### src/rtl/pbc_pkg.sv
package pbc_pkg;
  typedef enum logic [1:0] {
    OP_NONE    = 2'd0,
    OP_BYPASS  = 2'd1,
    OP_RESTORE = 2'd2,
    OP_CLEAR   = 2'd3
  } pbc_op_e;

  typedef enum logic [1:0] {
    ST_IDLE,
    ST_WRITE,
    ST_WAIT,
    ST_DONE
  } pbc_state_e;

  localparam logic [2:0] MODE_BYPASS = 3'd5;
  localparam logic [2:0] MODE_LOCK   = 3'd7;

  function automatic logic wants_lock_wait(input logic [2:0] mode_field);
    return mode_field == MODE_LOCK;
  endfunction
endpackage

### src/rtl/pbc_save_bank.sv
module pbc_save_bank #(
  parameter int NUM_PLL = 3,
  parameter int WORD_W  = 32,
  parameter int IDX_W   = 2
) (
  input  logic                      clk,
  input  logic                      rst_n,
  input  logic                      clr_all,
  input  logic                      sv_en,
  input  logic [IDX_W-1:0]          sv_idx,
  input  logic [WORD_W-1:0]         sv_data,
  input  logic [IDX_W-1:0]          rd_idx,
  output logic [WORD_W-1:0]         rd_data
);
  logic [WORD_W-1:0] slot [NUM_PLL];

  for (genvar g = 0; g < NUM_PLL; g++) begin : g_slot
    always_ff @(posedge clk) begin
      if (!rst_n || clr_all) slot[g] <= '0;
      else if (sv_en && sv_idx == IDX_W'(g)) slot[g] <= sv_data;
    end
  end

  always_comb begin
    rd_data = '0;
    for (int i = 0; i < NUM_PLL; i++)
      if (rd_idx == IDX_W'(i)) rd_data = slot[i];
  end
endmodule

### src/rtl/pbc_wait_timer.sv
module pbc_wait_timer #(
  parameter int TIMEOUT = 4096
) (
  input  logic clk,
  input  logic rst_n,
  input  logic run,
  output logic expire
);
  localparam int CNT_W = $clog2(TIMEOUT + 1);
  logic [CNT_W-1:0] cnt;

  always_ff @(posedge clk) begin
    if (!rst_n || !run) cnt <= '0;
    else if (!expire)   cnt <= cnt + 1'b1;
  end

  assign expire = run && (cnt == CNT_W'(TIMEOUT - 1));
endmodule

### src/rtl/pbc_div_mux.sv
module pbc_div_mux #(
  parameter int NUM_PLL = 3,
  parameter int WORD_W  = 32,
  parameter int IDX_W   = 2
) (
  input  logic [NUM_PLL*WORD_W-1:0] clksel,
  input  logic [IDX_W-1:0]          sel,
  output logic [7:0]                div
);
  function automatic logic [7:0] post_div(input logic [WORD_W-1:0] w);
    return w[7:0];
  endfunction

  always_comb begin
    div = '0;
    for (int i = 0; i < NUM_PLL; i++)
      if (sel == IDX_W'(i)) div = post_div(clksel[i*WORD_W +: WORD_W]);
  end
endmodule

### src/rtl/pll_bypass_ctrl.sv
module pll_bypass_ctrl #(
  parameter int NUM_PLL = 3,
  parameter int WORD_W  = 32,
  parameter int TIMEOUT = 4096,
  localparam int IDX_W  = $clog2(NUM_PLL + 1)
) (
  input  logic                      clk,
  input  logic                      rst_n,
  input  logic                      cmd_valid,
  input  logic [1:0]                cmd_op,
  input  logic [IDX_W-1:0]          cmd_idx,
  input  logic [NUM_PLL*WORD_W-1:0] mode_rd,
  input  logic [NUM_PLL-1:0]        idle_st,
  output logic [NUM_PLL-1:0]        mode_wr_en,
  output logic [WORD_W-1:0]         mode_wr_data,
  input  logic [NUM_PLL*WORD_W-1:0] clksel,
  input  logic [IDX_W-1:0]          div_idx,
  output logic [7:0]                div_out,
  output logic                      busy,
  output logic                      done,
  output logic                      err_idx,
  output logic                      timeout
);
  import pbc_pkg::*;

  function automatic logic [WORD_W-1:0] bypass_word(input logic [WORD_W-1:0] w);
    return {w[WORD_W-1:3], MODE_BYPASS};
  endfunction

  pbc_state_e        state;
  pbc_op_e           cur_op;
  logic [IDX_W-1:0]  cur_idx;
  logic [WORD_W-1:0] saved_word;
  logic [WORD_W-1:0] live_word;
  logic              accept;
  logic              idx_ok;
  logic              wait_idle_bit;
  logic              wait_met;
  logic              wait_expire;
  logic              wr_is_bypass;
  logic              save_evt;
  logic              clear_evt;

  assign accept    = cmd_valid && state == ST_IDLE && pbc_op_e'(cmd_op) != OP_NONE;
  assign idx_ok    = cmd_idx < IDX_W'(NUM_PLL);
  assign clear_evt = accept && pbc_op_e'(cmd_op) == OP_CLEAR;
  assign save_evt  = accept && pbc_op_e'(cmd_op) == OP_BYPASS && idx_ok;

  always_comb begin
    live_word     = '0;
    wait_idle_bit = 1'b0;
    for (int i = 0; i < NUM_PLL; i++) begin
      if (cmd_idx == IDX_W'(i)) live_word = mode_rd[i*WORD_W +: WORD_W];
      if (cur_idx == IDX_W'(i)) wait_idle_bit = idle_st[i];
    end
  end

  pbc_save_bank #(.NUM_PLL(NUM_PLL), .WORD_W(WORD_W), .IDX_W(IDX_W)) u_bank (
    .clk     (clk),
    .rst_n   (rst_n),
    .clr_all (clear_evt),
    .sv_en   (save_evt),
    .sv_idx  (cmd_idx),
    .sv_data (live_word),
    .rd_idx  (cur_idx),
    .rd_data (saved_word)
  );

  pbc_wait_timer #(.TIMEOUT(TIMEOUT)) u_timer (
    .clk    (clk),
    .rst_n  (rst_n),
    .run    (state == ST_WAIT && !wait_met),
    .expire (wait_expire)
  );

  pbc_div_mux #(.NUM_PLL(NUM_PLL), .WORD_W(WORD_W), .IDX_W(IDX_W)) u_div (
    .clksel (clksel),
    .sel    (div_idx),
    .div    (div_out)
  );

  assign wr_is_bypass = cur_op == OP_BYPASS;
  assign wait_met     = wr_is_bypass ? !wait_idle_bit : wait_idle_bit;

  always_comb begin
    mode_wr_en   = '0;
    mode_wr_data = wr_is_bypass ? bypass_word(saved_word) : saved_word;
    if (state == ST_WRITE)
      for (int i = 0; i < NUM_PLL; i++)
        mode_wr_en[i] = cur_idx == IDX_W'(i);
  end

  always_ff @(posedge clk) begin
    if (!rst_n) begin
      state   <= ST_IDLE;
      cur_op  <= OP_NONE;
      cur_idx <= '0;
      err_idx <= 1'b0;
      timeout <= 1'b0;
    end else begin
      case (state)
        ST_IDLE: if (accept) begin
          cur_op  <= pbc_op_e'(cmd_op);
          cur_idx <= cmd_idx;
          timeout <= 1'b0;
          err_idx <= 1'b0;
          if (pbc_op_e'(cmd_op) == OP_CLEAR) state <= ST_DONE;
          else if (!idx_ok) begin
            err_idx <= 1'b1;
            state   <= ST_DONE;
          end else state <= ST_WRITE;
        end
        ST_WRITE: begin
          if (wr_is_bypass || wants_lock_wait(saved_word[2:0])) state <= ST_WAIT;
          else state <= ST_DONE;
        end
        ST_WAIT: begin
          if (wait_met) state <= ST_DONE;
          else if (wait_expire) begin
            timeout <= 1'b1;
            state   <= ST_DONE;
          end
        end
        default: state <= ST_IDLE;
      endcase
    end
  end

  assign busy = state != ST_IDLE;
  assign done = state == ST_DONE;
endmodule

### config.mk
export PLATFORM = sky130hd
export DESIGN_NAME = pll_bypass_ctrl
export DESIGN_NICKNAME = d
export VERILOG_FILES = /design/src/rtl/pbc_pkg.sv /design/src/rtl/pbc_save_bank.sv /design/src/rtl/pbc_wait_timer.sv /design/src/rtl/pbc_div_mux.sv /design/src/rtl/pll_bypass_ctrl.sv
export SDC_FILE = /design/constraint.sdc
export NUM_CORES = 1
export LEC_CHECK = 0
export ABC_AREA = 1
export CAP_MARGIN = 5
export CORE_MARGIN = 2
export CORE_UTILIZATION = 43
export DETAILED_ROUTE_END_ITERATION = 10
export PLACE_DENSITY = 0.79
export SLEW_MARGIN = 20
export SYNTH_ARGS = -nofsm -noshare
export SYNTH_HDL_FRONTEND = slang
export SYNTH_SLANG_ARGS = --single-unit
### constraint.sdc
create_clock -name clk -period 2.8 [get_ports clk]
set_input_delay 0.56 -clock clk [delete_from_list [all_inputs] [get_ports clk]]
set_output_delay 0.56 -clock clk [all_outputs]
set_load 0.02 [all_outputs]
# Word level (Yosys, flattened, before mapping)
# Memories as Yosys holds them, arrays and structs flattened.
# Cells that the tools add are included.
# op_classes
n_addsub	1
magnitude_cmp	1
n_eq_ne	18
mux	42
n_bitwise	3
reduce_logical	27
# op_table
op	n
32-bit two-way mux	9
8-bit two-way mux	3
1-bit two-way mux	21
13-bit by 1-bit adder with 13-bit output, second input constant	1
13-bit by 12-bit equality test with 1-bit output, second input constant	1
2-bit by 1-bit equality test with 1-bit output, second input constant	6
2-bit equality test, second input constant	6
1-bit logical AND	10
2-bit two-way mux	5
2-bit zero test	4
3-bit two-way mux	2
2-bit one-hot mux with 3 select lines	1
2-bit nonzero test	3
1-bit zero test	4
2-bit inequality test, second input constant	2
2-bit AND reduction	2
4-bit AND reduction	1
3-bit equality test, second input constant	1
1-bit logical OR	3
3-bit by 2-bit inequality test with 1-bit output, second input constant	1
1-bit bitwise OR	3
2-bit less-than comparator, second input constant	1
2-bit by 1-bit inequality test with 1-bit output, second input constant	1
1-bit one-hot mux with 2 select lines	1
# totals
reg_bits	21
ramBits	96
inputBits	204
output_inout_bits	47
wordCells	99
mem_count	1
# memory_table
name	depth	word_bits	read_ports	rd_ports_with_merged_regs	write_ports	line_no	source
u_bank.slot	3	32	3	0	3	pbc_save_bank.sv:15	logic [WORD_W-1:0] slot [NUM_PLL];

# Depth between registers and ports, before layout
# depth
word_depth	12
ltp_mapped	11
ltp_nobuf	11

# By module
# A second synthesis with hierarchy kept.
# hier_totals
cells_unflattened	759
hier_area_um2	6192.2
# by_module_without_submodules
module	n_inst	cells_each	area_per_inst_um2	seq_area_each_um2
pbc_save_bank	1	395	4156.5	2882.8
pll_bypass_ctrl	1	223	1117.3	160.2
pbc_wait_timer	1	104	730.7	260.2
pbc_div_mux	1	37	187.7	0.0

# Least setup slack after synthesis
# OpenSTA, ideal clock, no wires.
# synth_path
path_kind	flip-flop to flip-flop
from	register state[0]
to	memory u_bank.slot[0][0] (enable)
setup_time_ns	0.389
arrival_ns	2.131
required_time_ns	2.411
setup_slack_ns	0.280
stages_incl_launch_ff	9
n_path_buf	0
synth_period_minus_slack_ns	2.520
cell_sequence	dfxtp_1 -> inv_1 -> ha_1 -> nand2_2 -> nor2_4 -> inv_4 -> nor3b_4 -> nand2_1 -> nand2_1
# synth_lines
element	line_no	source
start, declared	pll_bypass_ctrl.sv:30	pbc_state_e state;
start signal, assigned	pll_bypass_ctrl.sv:95	state <= ST_IDLE;
start signal, assigned	pll_bypass_ctrl.sv:107	if (pbc_op_e'(cmd_op) == OP_CLEAR) state <= ST_DONE;
start signal, assigned	pll_bypass_ctrl.sv:110	state <= ST_DONE;
end, declared	pbc_save_bank.sv:15	

# Worst setup path after layout
# layout_path
from	register cur_idx[0]
to	output port mode_wr_data[21]
# layout_between
elab_chain_cells	4
elab_cells_between_ends	6
cone_classes	eq/ne: 2; mux: 3; reduce/logical: 1
# layout_lines
element	line_no	source
start, declared	pll_bypass_ctrl.sv:32	logic [IDX_W-1:0] cur_idx;
start signal, assigned	pll_bypass_ctrl.sv:104	cur_idx <= cmd_idx;
2-bit zero test	pbc_save_bank.sv:27	if (rd_idx == IDX_W'(i)) rd_data = slot[i];
32-bit two-way mux (2 in series)	pbc_save_bank.sv:27	
32-bit two-way mux (*)	pbc_save_bank.sv:27	
end, declared	pll_bypass_ctrl.sv:15	output logic [WORD_W-1:0] mode_wr_data,
# Mark *: on every way between the ends. The rest lies on a longest branch, timed or not.

==> results.md <==
* Layout cell share with drive strength beyond 1 at 8.24%
* Slew HR at 69.9%
* Worst EP required at 2.24 ns
* Final setup margin at 0.131 ns
* Crit end category: output pin
* Initial antenna violation count at 0
* Die Width at 120 um
* Crit-path leading delay family: buffers and inverters
* Slowest stage delay, CP at 0.61 ns
* Power share of the clock group at 33.3%
* Root Driver: clkbuf_16
* CP Max Fanout at 16
* CP Cell Sequence: inv_2, nor2_2, buf_6, nand2_1, nand3_1, clkdlybuf4s50_1
* Drt initial violations at 261
* Hold Path Class: register to register
* Fin. max-slew vios at 0
* Mapped Area at 5840 um^2
* Main combinational cell family by area after synthesis: simple AND/OR/NAND/NOR gates
* Antenna Cells at 0
* Synthesized area per cell at 9.03 um^2
* Most frequent cells in the layout: nand2_1, clkdlybuf4s50_1, nor2_1, edfxtp_1, nand3_1
* Final Critical Period at 2.67 ns
* H-tree depth at 4
* Netlist cell types at 29
* Clock Path Buffers at 2
* Cells on worst reg2reg path at 10
* Pwr Density at 675 nW/um^2
* Inserted Clock Buffers at 17
* Core ar. at 13,200 um^2
* CP Launch Type: register
* Peak supply drop at 0.447 mV
* Worst slew pin tran at 0.450 ns
* Dpl cells at 995
* Synth Area in Adders at 1.07%
* Worst-skew pair later-pin latency at 0.41 ns
* Mux cell area share after synthesis at 0%
* Top routing layer in use: met4
* Fin nets at 1,047
* IO Pins at 251
* Syn_nets at 855
* Sw frac at 30.7%
* Die ar. at 14,500 um^2
* Post-CTS Repair Setup Buffers at 0
* Crit Path Category: register to output pin
* Period utilization at 95.3%
* Via count at 5,295
* Post-synthesis sequential element count at 117
* FF-to-FF Start: state[1]
* XOR/XNOR Fraction of Synth Area at 0.300%
* Combinational share of power at 29.9%
* Vias per inst at 5.16
* Detail Route Antenna Nets at 0
* Vias in the first global route at 5,225
* Post-route cell area at 8550 um^2
* Synth Area in Simple Gates at 26.0%
* CP Launch Point: cur_idx[0]
* Clock slew at reported path FFs at 0.05 ns
* Die H at 120 um
* Buffers on Ports at 178
* Yosys warns at 0
* Drt first pass iters at 4
* Final Hold Fails at 0
* Buf+Inv Stages, Crit Path at 3
* DRC Markers at 0
* Row cnt at 42
* Register area share after synthesis at 56.6%
* DR WL met2 at 8.23 mm
* Syn-to-layout area delta at 46.6%
* Fillcell total at 1,097
* Cell depth of the worst setup path at 6
* Psw at 1770 uW
* Layout Skew at 0.00393 ns
* Total grt overflow at 0
* Hold Crit Depth at 2
* Hold_buf cts at 0
* Max Fclk at 375 MHz
* Max Cap Viol at 0
* Gr usage total at 21.9%
* Worst path arrival time at 2.11 ns
* Post-Syn Instances at 646
* Critical path's slowest cell: clkdlybuf4s50_1
* Post-DP HPWL at 10.3 mm
* Final Setup Violations at 0
* Placed instance area at 7950 um^2
* Initial Util at 44.1%
* Commonest non-fill, non-tap cell in the layout: nand2_1
* Compound-Gate Fraction of Synth Area at 10.7%
* Cell Count, Final, Fillers Out at 1,026
* CTS tree: done
* WL met1 at 5.97 mm
* Clk sinks at 117
* Int Power at 4000 uW
* First-pass GRT wire length at 24.6 mm
* Hold wc startpoint: timeout
* GP Congestion at 0.841
* Power share of the sequential group at 36.8%
* WL met3 at 1.37 mm
* Placement Setup Slack at 0.137 ns
* Leakage power at 0.00359 uW
* Status: complete, no violations
* Largest net degree at the start of global routing at 35
* Avg WL per Cell at 15.4 um
* Drt total wl at 15.8 mm
-- Yosys cell counts --
| library cell | count | share of area [%] |
|---|---|---|
| a211oi_1 | 1 | 0.13 |
| nor2_2 | 2 | 0.21 |
| edfxtp_1 | 96 | 49 |
| buf_2 | 1 | 0.086 |
| nand4_1 | 2 | 0.21 |
| clkinv_1 | 1 | 0.064 |
| nor3_1 | 8 | 0.69 |
| nand3_4 | 3 | 0.90 |
| buf_1 | 2 | 0.13 |
| xnor2_1 | 2 | 0.30 |
| buf_6 | 9 | 1.7 |
| inv_1 | 30 | 1.9 |
| ha_1 | 5 | 1.1 |
| inv_4 | 1 | 0.11 |
| nand3_1 | 51 | 4.4 |
| o21ai_0 | 11 | 0.94 |
| inv_2 | 2 | 0.13 |
| nor3b_4 | 1 | 0.32 |
| nand2_2 | 1 | 0.11 |
| nand2_1 | 165 | 11 |
| a21oi_1 | 48 | 4.1 |
| or2_2 | 5 | 0.54 |
| a31oi_1 | 7 | 0.75 |
| dfxtp_1 | 21 | 7.2 |
| nor2_1 | 120 | 7.7 |
| a22o_1 | 32 | 4.8 |
| nand3b_1 | 1 | 0.13 |
| nor2_4 | 1 | 0.19 |
| clkbuf_1 | 17 | 1.1 |
-- layer usage --
layer,up-vias,GRT usage (%)
met5,-,0
met3,23,5.90
met4,0,8.58
li1,2591,-
met2,212,39.9
met1,2469,24.1
-- kinds of logic (layout without fill, tap and decap cells) --
logic type	after synthesis	after routing
AO/OA/AOI/OAI	99	99
flip-flops	117	117
XOR/XNOR	2	2
adder cells (fa/ha/maj)	5	5
buffers and inverters	63	267
AND/OR/NAND/NOR	360	360
-- path summary, 6_finish.rpt --
kind	to	slack, ns
max	mode_wr_data[21]	0.13
min	timeout	0.45
min reg2reg	timeout	0.45
max reg2reg	u_bank.slot[0][14]	0.64
-- per-stage QoR --
step                      TNS (ns)  utilization (%)  hold WS [ns]  power (uW)
after floorplan                  0                -         0.429        3050
after global placement           0             60.1         0.439        3860
after CTS                        0             64.0         0.451        5810
after detailed placement         0             60.1         0.441        3890
final                            0             64.6         0.449        5770
after global routing      -0.00478             64.6         0.475        6020
-- state kept, by name, indices dropped and copies added (netlist names) --
name         flops
err_idx          1
timeout          1
cur_op           2
u_bank.slot     96
cur_idx          2
state            2
u_timer.cnt     13
-- power by group through the flow --
stage / registers (uW) / clock network [uW] / logic, uW
finish: 2120 / 1920 / 1730
floorplan: 2150 / 0 / 893
detailed placement: 2150 / 0 / 1740
CTS: 2120 / 1930 / 1750
global route: 2140 / 2010 / 1870
global placement: 2150 / 0 / 1710
-- worst min-delay path: stages, from the launching register on --
cell	delay (ns)
dfxtp_1	0.31
inv_1	0.05
a21oi_1	0.05
-- layout make-up --
| class | instances | area, um^2 | share of cell area [%] |
|---|---|---|---|
| clock inverters | 11 | 87.6 | 1.02 |
| flip-flops and latches | 117 | 3300 | 38.6 |
| repair buffers | 202 | 2140 | 25.0 |
| multi-input cells | 466 | 2240 | 26.2 |
| well taps | 176 | 220 | 2.57 |
| inverters | 34 | 130 | 1.52 |
| clock buffers | 20 | 437 | 5.11 |
-- what timing repair did --
| item | 4_1_cts | 5_1_grt |
|---|---|---|
| gates cloned | 0 | 0 |
| gates resized for setup | 1 | 30 |
| setup endpoints to repair | 1 | 30 |
No activity file was read; power rests on OpenSTA's default activity.
